File: config.mk
export PLATFORM = sky130hd
export DESIGN_NAME = exc_vector_fetch
export DESIGN_NICKNAME = d
export VERILOG_FILES = /design/src/rtl/exc_vec_pkg.sv /design/src/rtl/exc_vec_map.sv /design/src/rtl/exc_rst_bank.sv /design/src/rtl/exc_vector_fetch.sv
export SDC_FILE = /design/constraint.sdc
export NUM_CORES = 1
export LEC_CHECK = 0
export ABC_AREA = 1
export CORE_MARGIN = 5
export CORE_UTILIZATION = 33
export CTS_BUF_LIST = sky130_fd_sc_hd__clkbuf_8 sky130_fd_sc_hd__clkbuf_16
export DETAILED_ROUTE_END_ITERATION = 7
export DONT_BUFFER_PORTS = 1
export GPL_ROUTABILITY_DRIVEN = 0
export HOLD_SLACK_MARGIN = 0.08
export PLACE_DENSITY = 0.53
export RECOVER_POWER = 25
export SYNTH_ARGS = -nofsm -noshare
export SYNTH_HDL_FRONTEND = slang
export SYNTH_SLANG_ARGS = --single-unit
export TNS_END_PERCENT = 20
File: constraint.sdc
create_clock -name clk -period 1.9 [get_ports clk]
set_input_delay 0.095 -clock clk [delete_from_list [all_inputs] [get_ports clk]]
set_output_delay 0.095 -clock clk [all_outputs]
set_load 0.01 [all_outputs]
File: src/rtl/exc_vec_pkg.sv
package exc_vec_pkg;
  localparam int VEC_W = 8;

  typedef enum logic [3:0] {
    K_BKPT   = 4'd0,
    K_BERR   = 4'd1,
    K_SWI    = 4'd2,
    K_ILL    = 4'd3,
    K_DIVZ   = 4'd4,
    K_AUTO   = 4'd5,
    K_SPUR   = 4'd6,
    K_UNINIT = 4'd7,
    K_EXT    = 4'd8
  } exc_kind_e;

  localparam logic [VEC_W-1:0] V_FIXED_BASE = 8'h04;
  localparam logic [VEC_W-1:0] V_AUTO_BASE  = 8'h10;
  localparam logic [VEC_W-1:0] V_SPUR       = 8'h18;
  localparam logic [VEC_W-1:0] V_UNINIT     = 8'h0F;

  typedef enum logic [1:0] {
    S_RFETCH = 2'd0,
    S_IDLE   = 2'd1,
    S_VFETCH = 2'd2,
    S_HALT   = 2'd3
  } seq_state_e;
endpackage

File: src/rtl/exc_vec_map.sv
module exc_vec_map
  import exc_vec_pkg::*;
(
  input  logic [3:0]       kind,
  input  logic [2:0]       level,
  input  logic [VEC_W-1:0] ext_vec,
  output logic [VEC_W-1:0] vec
);
  always_comb begin
    unique case (kind)
      K_BKPT, K_BERR, K_SWI, K_ILL, K_DIVZ:
        vec = V_FIXED_BASE + VEC_W'(kind);
      K_AUTO:
        vec = (level == 3'd0) ? V_SPUR : (V_AUTO_BASE | VEC_W'(level));
      K_SPUR:
        vec = V_SPUR;
      K_EXT:
        vec = ext_vec;
      default:
        vec = V_UNINIT;
    endcase
  end
endmodule

File: src/rtl/exc_rst_bank.sv
module exc_rst_bank #(
  parameter int WORD_W = 16,
  parameter int NWORDS = 4,
  localparam int IDX_W = (NWORDS > 1) ? $clog2(NWORDS) : 1
) (
  input  logic              clk,
  input  logic              rst,
  input  logic              we,
  input  logic [IDX_W-1:0]  idx,
  input  logic [WORD_W-1:0] d,
  output logic [WORD_W-1:0] q [NWORDS]
);
  for (genvar g = 0; g < NWORDS; g++) begin : g_word
    always_ff @(posedge clk) begin
      if (rst) begin
        q[g] <= '0;
      end else if (we && idx == IDX_W'(g)) begin
        q[g] <= d;
      end
    end
  end
endmodule

File: src/rtl/exc_vector_fetch.sv
module exc_vector_fetch
  import exc_vec_pkg::*;
#(
  parameter int WORD_W = 16,
  parameter int ADDR_W = 16
) (
  input  logic              clk,
  input  logic              rst,
  input  logic              exc_req,
  input  logic [3:0]        exc_kind,
  input  logic [2:0]        exc_level,
  input  logic [7:0]        ext_vec,
  output logic              bus_req,
  output logic [ADDR_W-1:0] bus_addr,
  output logic              bus_prog,
  input  logic              bus_ack,
  input  logic              bus_err,
  input  logic [WORD_W-1:0] bus_rdata,
  output logic              done,
  output logic [7:0]        vec_num,
  output logic [WORD_W-1:0] vec_word,
  output logic              vec_fault,
  output logic              halted,
  output logic [WORD_W-1:0] rst_ext,
  output logic [WORD_W-1:0] rst_pc,
  output logic [WORD_W-1:0] rst_sp,
  output logic [WORD_W-1:0] rst_iz
);
  localparam int RST_WORDS = 4;
  localparam int IDX_W     = $clog2(RST_WORDS);
  localparam logic [IDX_W-1:0] LAST_IDX = IDX_W'(RST_WORDS - 1);

  seq_state_e       st;
  logic [IDX_W-1:0] idx;
  logic [VEC_W-1:0] map_vec;
  logic             bank_we;
  logic [WORD_W-1:0] bank_q [RST_WORDS];

  exc_vec_map i_map (
    .kind    (exc_kind),
    .level   (exc_level),
    .ext_vec (ext_vec),
    .vec     (map_vec)
  );

  assign bank_we = (st == S_RFETCH) && bus_ack && !bus_err;

  exc_rst_bank #(.WORD_W(WORD_W), .NWORDS(RST_WORDS)) i_bank (
    .clk (clk),
    .rst (rst),
    .we  (bank_we),
    .idx (idx),
    .d   (bus_rdata),
    .q   (bank_q)
  );

  assign rst_ext = bank_q[0];
  assign rst_pc  = bank_q[1];
  assign rst_sp  = bank_q[2];
  assign rst_iz  = bank_q[3];

  always_ff @(posedge clk) begin
    if (rst) begin
      st        <= S_RFETCH;
      idx       <= '0;
      bus_req   <= 1'b1;
      bus_addr  <= '0;
      bus_prog  <= 1'b1;
      done      <= 1'b0;
      vec_fault <= 1'b0;
      vec_num   <= '0;
      vec_word  <= '0;
      halted    <= 1'b0;
    end else begin
      done <= 1'b0;
      case (st)
        S_RFETCH: begin
          if (bus_err) begin
            bus_req <= 1'b0;
            halted  <= 1'b1;
            st      <= S_HALT;
          end else if (bus_ack) begin
            if (idx == LAST_IDX) begin
              bus_req   <= 1'b0;
              done      <= 1'b1;
              vec_fault <= 1'b0;
              vec_num   <= '0;
              vec_word  <= bus_rdata;
              st        <= S_IDLE;
            end else begin
              idx      <= idx + IDX_W'(1);
              bus_addr <= ADDR_W'({idx + IDX_W'(1), 1'b0});
            end
          end
        end
        S_IDLE: begin
          if (exc_req) begin
            vec_num  <= map_vec;
            bus_addr <= ADDR_W'({map_vec, 1'b0});
            bus_prog <= 1'b0;
            bus_req  <= 1'b1;
            st       <= S_VFETCH;
          end
        end
        S_VFETCH: begin
          if (bus_err) begin
            bus_req   <= 1'b0;
            done      <= 1'b1;
            vec_fault <= 1'b1;
            vec_word  <= '0;
            st        <= S_IDLE;
          end else if (bus_ack) begin
            bus_req   <= 1'b0;
            done      <= 1'b1;
            vec_fault <= 1'b0;
            vec_word  <= bus_rdata;
            st        <= S_IDLE;
          end
        end
        default: begin
          bus_req <= 1'b0;
        end
      endcase
    end
  end
endmodule

Word level (Yosys, flattened, before mapping)
Index checks and enable logic that the tools add are counted.

Register bits: 113. Logic and storage cells: 102.

$add $sub $neg: 2. Equal/unequal tests: 20. Mux-type cells: 41. Bitwise gates (word level): 2. Reductions and logical operators: 23.

Operators by type and width (count): 16-bit 2-to-1 mux (9); 16-bit one-hot mux with 2 select lines (2); 8-bit 2-to-1 mux (4); 8-bit one-hot mux with 4 select lines (1); 5-bit AND reduction (4); 8-bit one-hot mux with 2 select lines (1); 1-bit 2-to-1 mux (13); 4-bit by 3-bit == test with 1-bit output, second input constant (3); 2-bit 2-to-1 mux (6); 4-bit by 2-bit == test with 1-bit output, second input constant (2); 2-bit inequality test, second input constant (4); 4-bit AND reduction (2); 2-bit == test, second input constant (3); 1-bit logical AND (6); 3-bit inequality test, second input constant (2); 2-bit one-hot mux with 3 select lines (1); 3-bit by 4-bit adder with 5-bit output, first input constant (1); 5-bit OR reduction (1); 2-bit by 1-bit == test with 1-bit output, second input constant (2); 4-bit by 1-bit == test with 1-bit output, second input constant (1); 4-bit == test, second input constant (1); 2-bit logical NOT (2); 4-bit logical NOT (1); 4-bit 2-to-1 mux (1); 11 further kinds (15).

Longest topological paths before layout
Depth after elaboration: 5. Mapped depth: 10. Depth with buffers taken out: 9.

Cells and area by module
A second synthesis with hierarchy kept.

Cell total of the unflattened synthesis: 710. Area total of the unflattened synthesis: 4901.0 um^2.

By module, submodules not included: exc_rst_bank (instances 1, cells an instance 413, area an instance 2651.3 um^2, sequential area each 1281.2 um^2); exc_vector_fetch (instances 1, cells an instance 245, area an instance 1928.1 um^2, sequential area each 820.8 um^2); exc_vec_map (instances 1, cells an instance 52, area an instance 321.6 um^2, sequential area each 0.0 um^2).

Worst setup path before layout
OpenSTA, ideal clock, no wires.

Path type: register to register. From: register st[0]. To: register i_bank.q[19] (netlist bit). Setup time: 0.132 ns. Arrival time: 1.474 ns. Path slack: 0.294 ns. Cell stages (with the launch flop): 9. Clock period less this slack: 1.606 ns. Cell sequence: dfxtp_1 -> inv_1 -> ha_1 -> inv_2 -> nor3_4 -> nand2_1 -> clkbuf_1 -> nand2_1 -> a21oi_1.

Cells in the longest elaborated chain, start to end: 4.

RTL lines: start, declared (line exc_vector_fetch.sv:33) `seq_state_e st;`; start signal, assigned (line exc_vector_fetch.sv:64) `st <= S_RFETCH;`; start signal, assigned (line exc_vector_fetch.sv:81) `st <= S_HALT;`; start signal, assigned (line exc_vector_fetch.sv:89) `st <= S_IDLE;`; 2-bit logical NOT (line exc_vector_fetch.sv:46) `assign bank_we = (st == S_RFETCH) && bus_ack && !bus_err;`; 1-bit logical AND (2 in a row) (line exc_vector_fetch.sv:46); 1-bit logical AND (line exc_rst_bank.sv:17) `end else if (we && idx == IDX_W'(g)) begin`; end signal, assigned by index (line exc_rst_bank.sv:16) `q[g] <= '0;`; end signal, assigned by index (line exc_rst_bank.sv:18) `q[g] <= d;`; end, declared (line exc_rst_bank.sv:11) `output logic [WORD_W-1:0] q [NWORDS]`.

Every way passes these cells. A chain may end at the register's enable or synchronous reset.

Final worst setup path
From: register st[0]. To: register bus_addr[6].

Cells in the longest elaborated chain, start to end: 3.

RTL lines: 2-bit by 1-bit == test with 1-bit output or 2-bit logical NOT (tied branches) (line exc_vector_fetch.sv:76) `case (st)`; 2-bit inequality test (no line) or 2-bit nonzero test (tied branches); 5-bit AND reduction (no line); end signal, assigned (line exc_vector_fetch.sv:92) `bus_addr <= ADDR_W'({idx + IDX_W'(1), 1'b0});`; end signal, assigned (line exc_vector_fetch.sv:99) `bus_addr <= ADDR_W'({map_vec, 1'b0});`; end, declared (line exc_vector_fetch.sv:14) `output logic [ADDR_W-1:0] bus_addr,`.

Parallel ways exist; a longest one is shown, timed or not.

==> results.cfg <==
[yosys]
synth_commonest_cells = dfxtp_1 (105), nand2_1 (100), a21oi_1 (90), nor2_1 (79), nand3_1 (61)
yosysMostFrequentCell = dfxtp_1
yosys_register_bits = 105
synth_ff_type = dfxtp_1
synth_cells = 569
netlist_top_cells_area = dfxtp_1 (49%), a21oi_1 (10%), nand2_1 (8.7%)
syn_area_per_cell_um2 = 7.573
yosysTopAreaCell = dfxtp_1
yosysTopAreaCellShare = 0.4878
syn_area_um2 = 4309
ys_seq_area_frac = 0.4878
synth_warnings = 0
ys_async_sr_fraction = 0
synth_edf_count = 0
synth_cell_types = 21

[cells_and_area]
multiInputGateArea_um2 = 1903
drive_gt1_frac = 0.07239
seqCellArea_um2 = 2102
fin_nets = 638
fill_cells = 1361
syn2layout_area_growth_pct = 17.60
diodes = 0

[clock_tree]
path_clk_slew_ps = 70
tritoncts = done
cts_root_buf = clkbuf_16
htreeDepth = 3
clk_latency_ps = 350
cts_buffers = 9
cts.sink_count = 105
cts.path.max_buffers = 2

[power]
intPower_mw = 4.254
switching_share = 0.3567
p_leak_nw = 1.998
power_mw = 6.613
clockPowerShare = 0.282
power_frac_comb = 0.273
p_seq_frac = 0.445
p_per_area_nw_per_um2 = 1305
switchingPower_mw = 2.359
worst_ir_drop_vdd_mv = 0.7095

[floorplan]
start_util = 0.3387
io_pins = 145
die_x_um = 124.3
core-area_um2 = 12720
floorplan.rows = 41
dieArea_um2 = 15440
die_h_um = 124.3

[critical_path]
cp_max_fo = 10
crit_arrival_ps = 1960
start_kind = flip-flop
end_kind = flip-flop
crit_type = flip-flop to flip-flop
crit_required_ps = 2120

[global_routing]
gr-usage-all-layers = 0.1680
antenna_found_initial = 0
grt_overflow = 0
grt_max_degree = 72
grt_first_pass_wirelength_um = 20400
first_global_vias = 3488

[sta]
period_share = 0.9132
fin_setup_tns_ps = 0
fmax_mhz = 576.3
tightest_slew_ps = 558.6
slew_violations = 0
final-setup-viol-count = 0
finalClockSkew_ps = 5.915
min_period_ps = 1735
hold_viol = 0
slew_headroom = 0.6267
rsz0062_at_grt = no

[route]
ant_nets = 0
firstDrtPassIters = 5
routed_via_density = 5.001
routed_wl_um = 13320
post_drt_wl_per_cell_um = 17.39
drtIter0Drc = 247
vias = 3831
drc = 0

[status]
status = finished, final reports clean

[run]
cap_violations = 0

[placed_design]
io_buffers = 0
dp_hpwl_um = 9109

[hold_path]
hp-class = input port to flip-flop
path summary, 6_finish.rpt:
path | end | depth (start not counted) | from | slack, ps
min reg2reg | i_bank.q[48] | 2 | i_bank.q[48] | 510
max | bus_addr[6] | 9 | st[0] | 160
max reg2reg | bus_addr[6] | 9 | st[0] | 160
min | i_bank.q[63] | 2 | rst | 110
state kept, by name, summed over array words and instances (netlist names), 2 cells and up:
register / cells
i_bank.q: 64
idx: 2
bus_addr: 8
vec_num: 8
vec_word: 16
st: 2
logic make-up after synthesis:
family,count (synthesis),share of synthesized area
AND/OR/NAND/NOR,247,0.2425
AO/OA/AOI/OAI,132,0.1539
flip-flops,105,0.4878
buffers and inverters,71,0.07724
adder cells (fa/ha/maj),13,0.03775
other,1,0.0008702
cell type report:
| cell class | count | share of cell area |
|---|---|---|
| tap | 172 | 0.04247 |
| clock inverter | 6 | 0.01136 |
| inverter | 29 | 0.02222 |
| sequential | 105 | 0.4148 |
| clock buffer | 10 | 0.04716 |
| timing repair buffer | 44 | 0.08642 |
| multi-input combinational | 400 | 0.3756 |
what timing repair did:
action                                  CTS  global route
hold endpoints to repair                 99             0
endpoints found under the setup margin    0            25
gates resized for setup                   0             2
setup buffers                             0             3
hold buffers                             26             0
per-layer routing:
metal / global-route usage / up-vias / wire length (um)
met4: 0.05609 / 0 / 184
li1: - / 1896 / -
met1: 0.2068 / 1793 / 5757
met3: 0.07161 / 15 / 1239
met2: 0.2643 / 127 / 6140
met5: 0 / - / 0
cells in the final DEF (no fill, tap or decap), types with 3 or more instances in the layout:
master,Yosys,final
a21oi_1,90,90
buf_4,11,16
clkbuf_16,0,9
clkinv_2,0,3
conb_1,1,8
dfxtp_1,105,105
dlygate4sd3_1,0,25
ha_1,13,12
inv_1,26,26
inv_2,3,3
nand2_1,100,100
nand3_1,61,61
nor2_1,79,79
o21ai_0,40,40
power groups by stage:
stage / Combinational, mW / Clock [mW] / Sequential (mW)
global route: 2.05 / 2.01 / 3.00
detailed placement: 1.60 / 0 / 3.00
finish: 1.81 / 1.87 / 2.94
floorplan: 1.27 / 0 / 2.90
CTS: 1.72 / 1.92 / 2.96
global placement: 1.56 / 0 / 3.00
critical path, cell delays in order, from the launching register on:
cell        delay (ps)
dfxtp_1            420
inv_1               90
ha_2               240
nand2_1            110
o21ai_0             90
nand3_1            150
clkinvlp_4         210
buf_4              190
nand2_1             50
a21oi_1             50
per-stage QoR:
stage	utilization	instances	hold slack, ps	worst slack, ps	cell area, um2
finish	0.3983	766	113.6	164.9	5067
global route	0.3983	766	111.2	6.094	5067
CTS	0.3960	763	94.99	110.9	5039
detailed placement	0.3509	721	173.4	140.5	4464
global placement	0.3509	721	171.4	224.7	4464
floorplan	-	576	229.9	294.0	4335
Power figures use the tool's default switching activity.
